<file path="config.mk">
export PLATFORM = sky130hd
export DESIGN_NAME = pkt_byte_port
export DESIGN_NICKNAME = d
export VERILOG_FILES = /design/src/rtl/pkt_byte_port.sv
export SDC_FILE = /design/constraint.sdc
export NUM_CORES = 2
export LEC_CHECK = 0
export BUFFER_PORTS_ARGS = -buffer_cell sky130_fd_sc_hd__buf_2
export CAP_MARGIN = 20
export CORE_MARGIN = 2
export CORE_UTILIZATION = 59
export CTS_CLUSTER_DIAMETER = 60
export CTS_CLUSTER_SIZE = 10
export DETAILED_ROUTE_END_ITERATION = 12
export GPL_TIMING_DRIVEN = 1
export PLACE_DENSITY = 0.75
export SLEW_MARGIN = 20
export SYNTH_ARGS = -nofsm -noshare
export SYNTH_HDL_FRONTEND = slang
export SYNTH_SLANG_ARGS = --single-unit
</file>
<file path="constraint.sdc">
create_clock -name clk -period 3.8 [get_ports clk]
set_input_delay 0.19 -clock clk [delete_from_list [all_inputs] [get_ports clk]]
set_output_delay 0.19 -clock clk [all_outputs]
set_load 0.02 [all_outputs]
</file>
<file path="src/rtl/pkt_byte_port.sv">
module pkt_byte_port #(
  parameter int          DEPTH    = 256,
  parameter logic [31:0] IRQ_LINE = 32'd3,
  parameter logic [63:0] ID_TEXT  = "PKTDEV01"
) (
  input  logic        clk,
  input  logic        rst_n,
  input  logic [5:0]  bus_addr,
  input  logic        bus_wr,
  input  logic        bus_rd,
  input  logic [31:0] bus_wdata,
  output logic [31:0] bus_rdata,
  output logic        irq,
  input  logic        rx_valid,
  input  logic [7:0]  rx_data,
  input  logic        rx_last,
  output logic        rx_ready,
  output logic        tx_valid,
  output logic [7:0]  tx_data,
  output logic        tx_last,
  input  logic        tx_ready
);

  localparam int CNT_W = $clog2(DEPTH + 1);
  localparam int PTR_W = (DEPTH > 1) ? $clog2(DEPTH) : 1;
  localparam logic [CNT_W-1:0] DEPTH_C = CNT_W'(DEPTH);

  localparam logic [3:0] REG_ID_LO = 4'd0;
  localparam logic [3:0] REG_ID_HI = 4'd1;
  localparam logic [3:0] REG_BUSY  = 4'd2;
  localparam logic [3:0] REG_RXCNT = 4'd3;
  localparam logic [3:0] REG_TXCNT = 4'd4;
  localparam logic [3:0] REG_INTC  = 4'd5;
  localparam logic [3:0] REG_INFO  = 4'd6;
  localparam logic [3:0] REG_RXDAT = 4'd7;
  localparam logic [3:0] REG_TXDAT = 4'd8;

  function automatic logic [63:0] byte_swap(input logic [63:0] v);
    logic [63:0] r;
    for (int i = 0; i < 8; i++) r[8*i +: 8] = v[8*(7-i) +: 8];
    return r;
  endfunction

  localparam logic [63:0] ID_VAL = byte_swap(ID_TEXT);

  logic [7:0] rx_mem [DEPTH];
  logic [7:0] tx_mem [DEPTH];

  logic [CNT_W-1:0] rx_wcnt, rx_count, rx_rptr;
  logic             rx_in_frame, rx_pend;
  logic [CNT_W-1:0] tx_len, tx_wptr, tx_rptr;
  logic             tx_drain, tx_done;
  logic             test_bit, test_irq;

  wire [3:0] ridx = bus_addr[5:2];

  wire rd_intc  = bus_rd && ridx == REG_INTC;
  wire wr_intc  = bus_wr && ridx == REG_INTC;
  wire rd_rxdat = bus_rd && ridx == REG_RXDAT && rx_count != '0;
  wire wr_txcnt = bus_wr && ridx == REG_TXCNT && !tx_drain;
  wire wr_txdat = bus_wr && ridx == REG_TXDAT && !tx_drain && tx_wptr < tx_len;

  wire rx_acc   = rx_valid && rx_ready;
  wire rx_fin   = rx_acc && rx_last;
  wire rx_room  = rx_wcnt < DEPTH_C;
  wire tx_fin   = tx_valid && tx_ready && tx_last;

  assign rx_ready = !rx_pend;
  assign irq      = tx_done | rx_pend | test_irq;
  assign tx_valid = tx_drain;
  assign tx_data  = tx_mem[tx_rptr[PTR_W-1:0]];
  assign tx_last  = tx_drain && (tx_rptr == tx_len - 1'b1);

  wire busy = rx_in_frame | (tx_len != '0);

  always_ff @(posedge clk) begin
    if (rx_acc && rx_room) rx_mem[rx_wcnt[PTR_W-1:0]] <= rx_data;
  end

  always_ff @(posedge clk) begin
    if (wr_txdat) tx_mem[tx_wptr[PTR_W-1:0]] <= bus_wdata[7:0];
  end

  always_ff @(posedge clk) begin
    if (!rst_n) begin
      rx_wcnt     <= '0;
      rx_in_frame <= 1'b0;
      rx_count    <= '0;
      rx_rptr     <= '0;
    end else begin
      if (rx_fin) begin
        rx_wcnt     <= '0;
        rx_in_frame <= 1'b0;
        rx_count    <= rx_room ? rx_wcnt + 1'b1 : DEPTH_C;
        rx_rptr     <= '0;
      end else begin
        if (rx_acc) begin
          rx_in_frame <= 1'b1;
          if (rx_room) rx_wcnt <= rx_wcnt + 1'b1;
        end
        if (rd_rxdat) begin
          rx_count <= rx_count - 1'b1;
          rx_rptr  <= rx_rptr + 1'b1;
        end
      end
    end
  end

  always_ff @(posedge clk) begin
    if (!rst_n) begin
      tx_len   <= '0;
      tx_wptr  <= '0;
      tx_rptr  <= '0;
      tx_drain <= 1'b0;
    end else if (tx_drain) begin
      if (tx_valid && tx_ready) begin
        tx_rptr <= tx_rptr + 1'b1;
        if (tx_last) begin
          tx_drain <= 1'b0;
          tx_len   <= '0;
          tx_wptr  <= '0;
        end
      end
    end else if (wr_txcnt) begin
      tx_len  <= (bus_wdata > 32'(DEPTH)) ? DEPTH_C : bus_wdata[CNT_W-1:0];
      tx_wptr <= '0;
    end else if (wr_txdat) begin
      tx_wptr <= tx_wptr + 1'b1;
      if (tx_wptr + 1'b1 == tx_len) begin
        tx_drain <= 1'b1;
        tx_rptr  <= '0;
      end
    end
  end

  always_ff @(posedge clk) begin
    if (!rst_n) begin
      tx_done  <= 1'b0;
      rx_pend  <= 1'b0;
      test_bit <= 1'b0;
      test_irq <= 1'b0;
    end else begin
      tx_done <= tx_fin | (tx_done & ~(wr_intc & bus_wdata[0]));
      rx_pend <= rx_fin | (rx_pend & ~(wr_intc & bus_wdata[1]));
      if (wr_intc && bus_wdata[31]) begin
        test_bit <= 1'b1;
        test_irq <= 1'b1;
      end else if (wr_intc && bus_wdata == 32'd0) begin
        test_bit <= 1'b0;
        test_irq <= 1'b0;
      end else if (rd_intc) begin
        test_bit <= 1'b0;
      end
    end
  end

  logic [31:0] rd_val;
  always_comb begin
    rd_val = '0;
    case (ridx)
      REG_ID_LO: rd_val = ID_VAL[31:0];
      REG_ID_HI: rd_val = ID_VAL[63:32];
      REG_BUSY:  rd_val = {31'd0, busy};
      REG_RXCNT: rd_val = 32'(rx_count);
      REG_TXCNT: rd_val = 32'(tx_len);
      REG_INTC:  rd_val = {test_bit, 29'd0, rx_pend, tx_done};
      REG_INFO:  rd_val = IRQ_LINE;
      REG_RXDAT: rd_val = (rx_count != '0) ? {24'd0, rx_mem[rx_rptr[PTR_W-1:0]]} : 32'd0;
      default:   rd_val = '0;
    endcase
  end

  always_ff @(posedge clk) begin
    if (!rst_n) bus_rdata <= '0;
    else        bus_rdata <= bus_rd ? rd_val : '0;
  end

endmodule

</file>
==> out/results.ini <==
[setup_path]
critPathKind = flop to primary output
rr_endpoint = bus_rdata[1]$_SDFF_PN0_
r2r_cells = 11
startpoint_type = flop
critPathMaxStageDelay_ps = 600
slowest_stage = or4_4
cp_max_fo = 12
reg2reg_slack_ps = 20
end_kind = primary output
required_ps = 3610
crit_arrival_ps = 4340
crit_chain = buf_4 > buf_12 > buf_16 > mux4_2 > mux4_2 > a22oi_2 > buf_4 > a21oi_1 > or4_4 > buf_6

[route]
drc = 0
antenna_left = 0
vias = 86130
viasPerCell = 6.813
drtPass1Iterations = 6
wirelength_um = 427800
wl_per_cell_um = 33.84
drt_iter0_drc = 12140

[timing]
rsz0062_at_grt = true
slew_headroom_pct = 20.59
setup_violations = 8
fmax_ghz = 0.2207
hold_slack_ps = -37.91
fin_ws_ps = -732.0
worst_pin_slew_ps = 1191
finalHoldViolCount = 8
maxSlewViolCount = 0
period_needed_ps = 4532
fin_crit_sh_pct = 119.3
fin_skew_ps = 75.88

[floorplan]
initial_core_util_pct = 59.21
die_y_um = 530.1
die_w_um = 530.1
pin_count = 97
core_area_um2 = 275800
die-area_um2 = 281000
fp-row-count = 193

[synthesis]
yosysMostFrequentCell = edfxtp_1
synth-seq-area-share_pct = 76.41
syn_inst = 7686
synth.top_cells.by_area = edfxtp_1 (75%), mux4_2 (15%), nor2_1 (1.4%)
yosysUniqueCellTypes = 75
synth_edf_count = 4096
async_reset_ff_share_pct = 0
yosysWarnings = 0
synthFlopType = edfxtp_1
synthTopCellsByCount = edfxtp_1 (4,096), mux4_2 (1,112), nor2_1 (618)
yosys.area.top_type = edfxtp_1
synth.top_cell.area_share_pct = 75.33
synth_area_um2 = 163300
avgSynthCellArea_um2 = 21.24
ys_ff_latch = 4184

[cells_and_area]
fin_area_um2 = 188700
drive_gt1_share_pct = 31.28
area_growth_syn_to_layout_pct = 15.56
fillCellCount = 16210
stdcell_count = 12640
nets = 8860
finish.utilization_pct = 68.42

[power_and_ir_drop]
pwr_density_cell_nw_per_um2 = 482.5
peakVddDrop_mv = 0.5588
leakage_nw = 58.49

[clocking]
cts_buffers = 459
cts_max_path_buffers = 4
htree_levels = 5
path_clk_slew_ps = 50
cts.sinks = 4184
cts_tree = built
clk_latency_ps = 1020
cts-root-buf = clkbuf_16

[global_routing]
grt-busiest-layer = met2
use_met2_pct = 49.20
overflow = 0
antenna_found_initial = 11
gr-usage-met3_pct = 6.117
grt.met1_usage_pct = 39.94
grt_max_degree = 216
grt_pass1_vias = 87030
grt_pass1_wl_um = 614800
grt_use_total_pct = 30.51

[place]
placement.io_buffers = 86
placed_cell_area_um2 = 174400
place.gp.congestion = 0.9184
place_inst = 11950
hpwl_um = 252500

[status]
violations = negative hold slack, negative setup slack
outcome = complete, but fails checks

[worst_hold_path]
min_path_cells = 1
hp-class = input pin to flop
hold-path-endpoint = rx_mem[206][2]$_DFFE_PP_
hold_start = rx_data[2]

[flow_run]
drv_cap = 0

## sequential cells by signal, indices dropped and copies added (netlist names), named ones only
name / flops
tx_mem: 2048
tx_wptr: 9
tx_rptr: 9
tx_done: 1
test_bit: 1
rx_wcnt: 9
rx_pend: 1
rx_mem: 2048
tx_len: 9
rx_rptr: 8
tx_valid: 1
rx_in_frame: 1
test_irq: 1
rx_count: 9
bus_rdata: 13
## worst max-delay path, delay by kind of cell, from the launching register on
family | cells | cell delay (ps)
mux | 2 | 1090
buf+inv | 5 | 800
compound gates | 2 | 510
flops | 1 | 360
simple gates | 1 | 600
## cells in the final DEF (no fill, tap or decap), types with 23 or more instances in the layout
master,count
buf_2,64
a22oi_1,52
o22ai_1,48
a22oi_2,37
edfxtp_1,4096
nand3_1,72
dfxtp_1,75
o221ai_1,38
a211oi_1,33
o21ai_0,41
ha_1,24
a21oi_1,91
nand2_1,196
nand2b_1,23
mux4_2,1112
buf_4,856
nor4_1,26
nor2_1,616
nor3_1,43
clkbuf_1,112
buf_12,87
nor2b_1,37
mux2i_1,182
clkbuf_16,466
inv_1,23
dlygate4sd3_1,40
## cell families after synthesis
| group | synth area share (%) |
|---|---|
| DFF | 76.41 |
| muxes | 16.52 |
| and+or+nand+nor | 2.983 |
| AOI/OAI and AO/OA | 2.171 |
| buffers and inverters | 1.501 |
| xor gates and xnor gates | 0.2284 |
| adders and majority gates | 0.1839 |
| other | 0.002297 |
## final cells by class
| class | count | area (µm²) | area share [%] |
|---|---|---|---|
| Antenna cell | 9 | 22.52 | 0.01194 |
| Sequential cell | 4184 | 124800 | 66.14 |
| Inverter | 27 | 105.1 | 0.05570 |
| Clock inverter | 31 | 640.6 | 0.3395 |
| Timing Repair Buffer | 1108 | 10020 | 5.312 |
| Multi-Input combinational cell | 3003 | 36450 | 19.32 |
| Clock buffer | 575 | 12010 | 6.363 |
| Tap cell | 3705 | 4636 | 2.457 |
## power breakdown
part	internal [mW]	total (mW)	switching [mW]
Clock	22.0	39.0	17.0
Sequential	50.7	50.7	0.0222
Combinational	0.297	1.36	1.06
## timing repair
item	CTS	global route
pin swaps	10	7
resized for setup	94	32
setup buffers	23	8
hold buffers	40	0
endpoints found under the setup margin	9	11
endpoints found under the hold margin	909	0
gates cloned	9	3
## worst max-delay path by stage
stage / from / to / slack [ps]
detailed placement: flop / tx_data[4] / -110
finish: flop / tx_data[4] / -730
floorplan: tx_len[6]$_SDFFE_PN0P_ / tx_mem[114][0]$_DFFE_PP_ / 380
CTS: flop / tx_data[4] / -720
global placement: flop / tx_data[4] / -100
global route: flop / tx_data[0] / -720
## layer usage
metal | share of wire, % | wire length (µm) | vias to the layer above
li1 | - | - | 34030
met1 | 35 | 148000 | 44800
met2 | 49 | 210000 | 6082
met3 | 10 | 44650 | 1206
met4 | 5.9 | 25080 | 4
met5 | 0.0058 | 25 | -
## through the flow
stage | power [mW] | hold slack (ps) | TNS, ps | setup slack, ps
after floorplan | 51.97 | 288.9 | 0 | 384.0
after global placement | 52.86 | 427.4 | -116.0 | -104.6
after detailed placement | 52.95 | 424.4 | -107.6 | -107.6
after CTS | 91.28 | 0.6699 | -5457 | -722.4
after global routing | 93.06 | 22.34 | -5617 | -721.3
final | 91.03 | -37.91 | -5317 | -732.0
(Power assumes the default switching activity.)
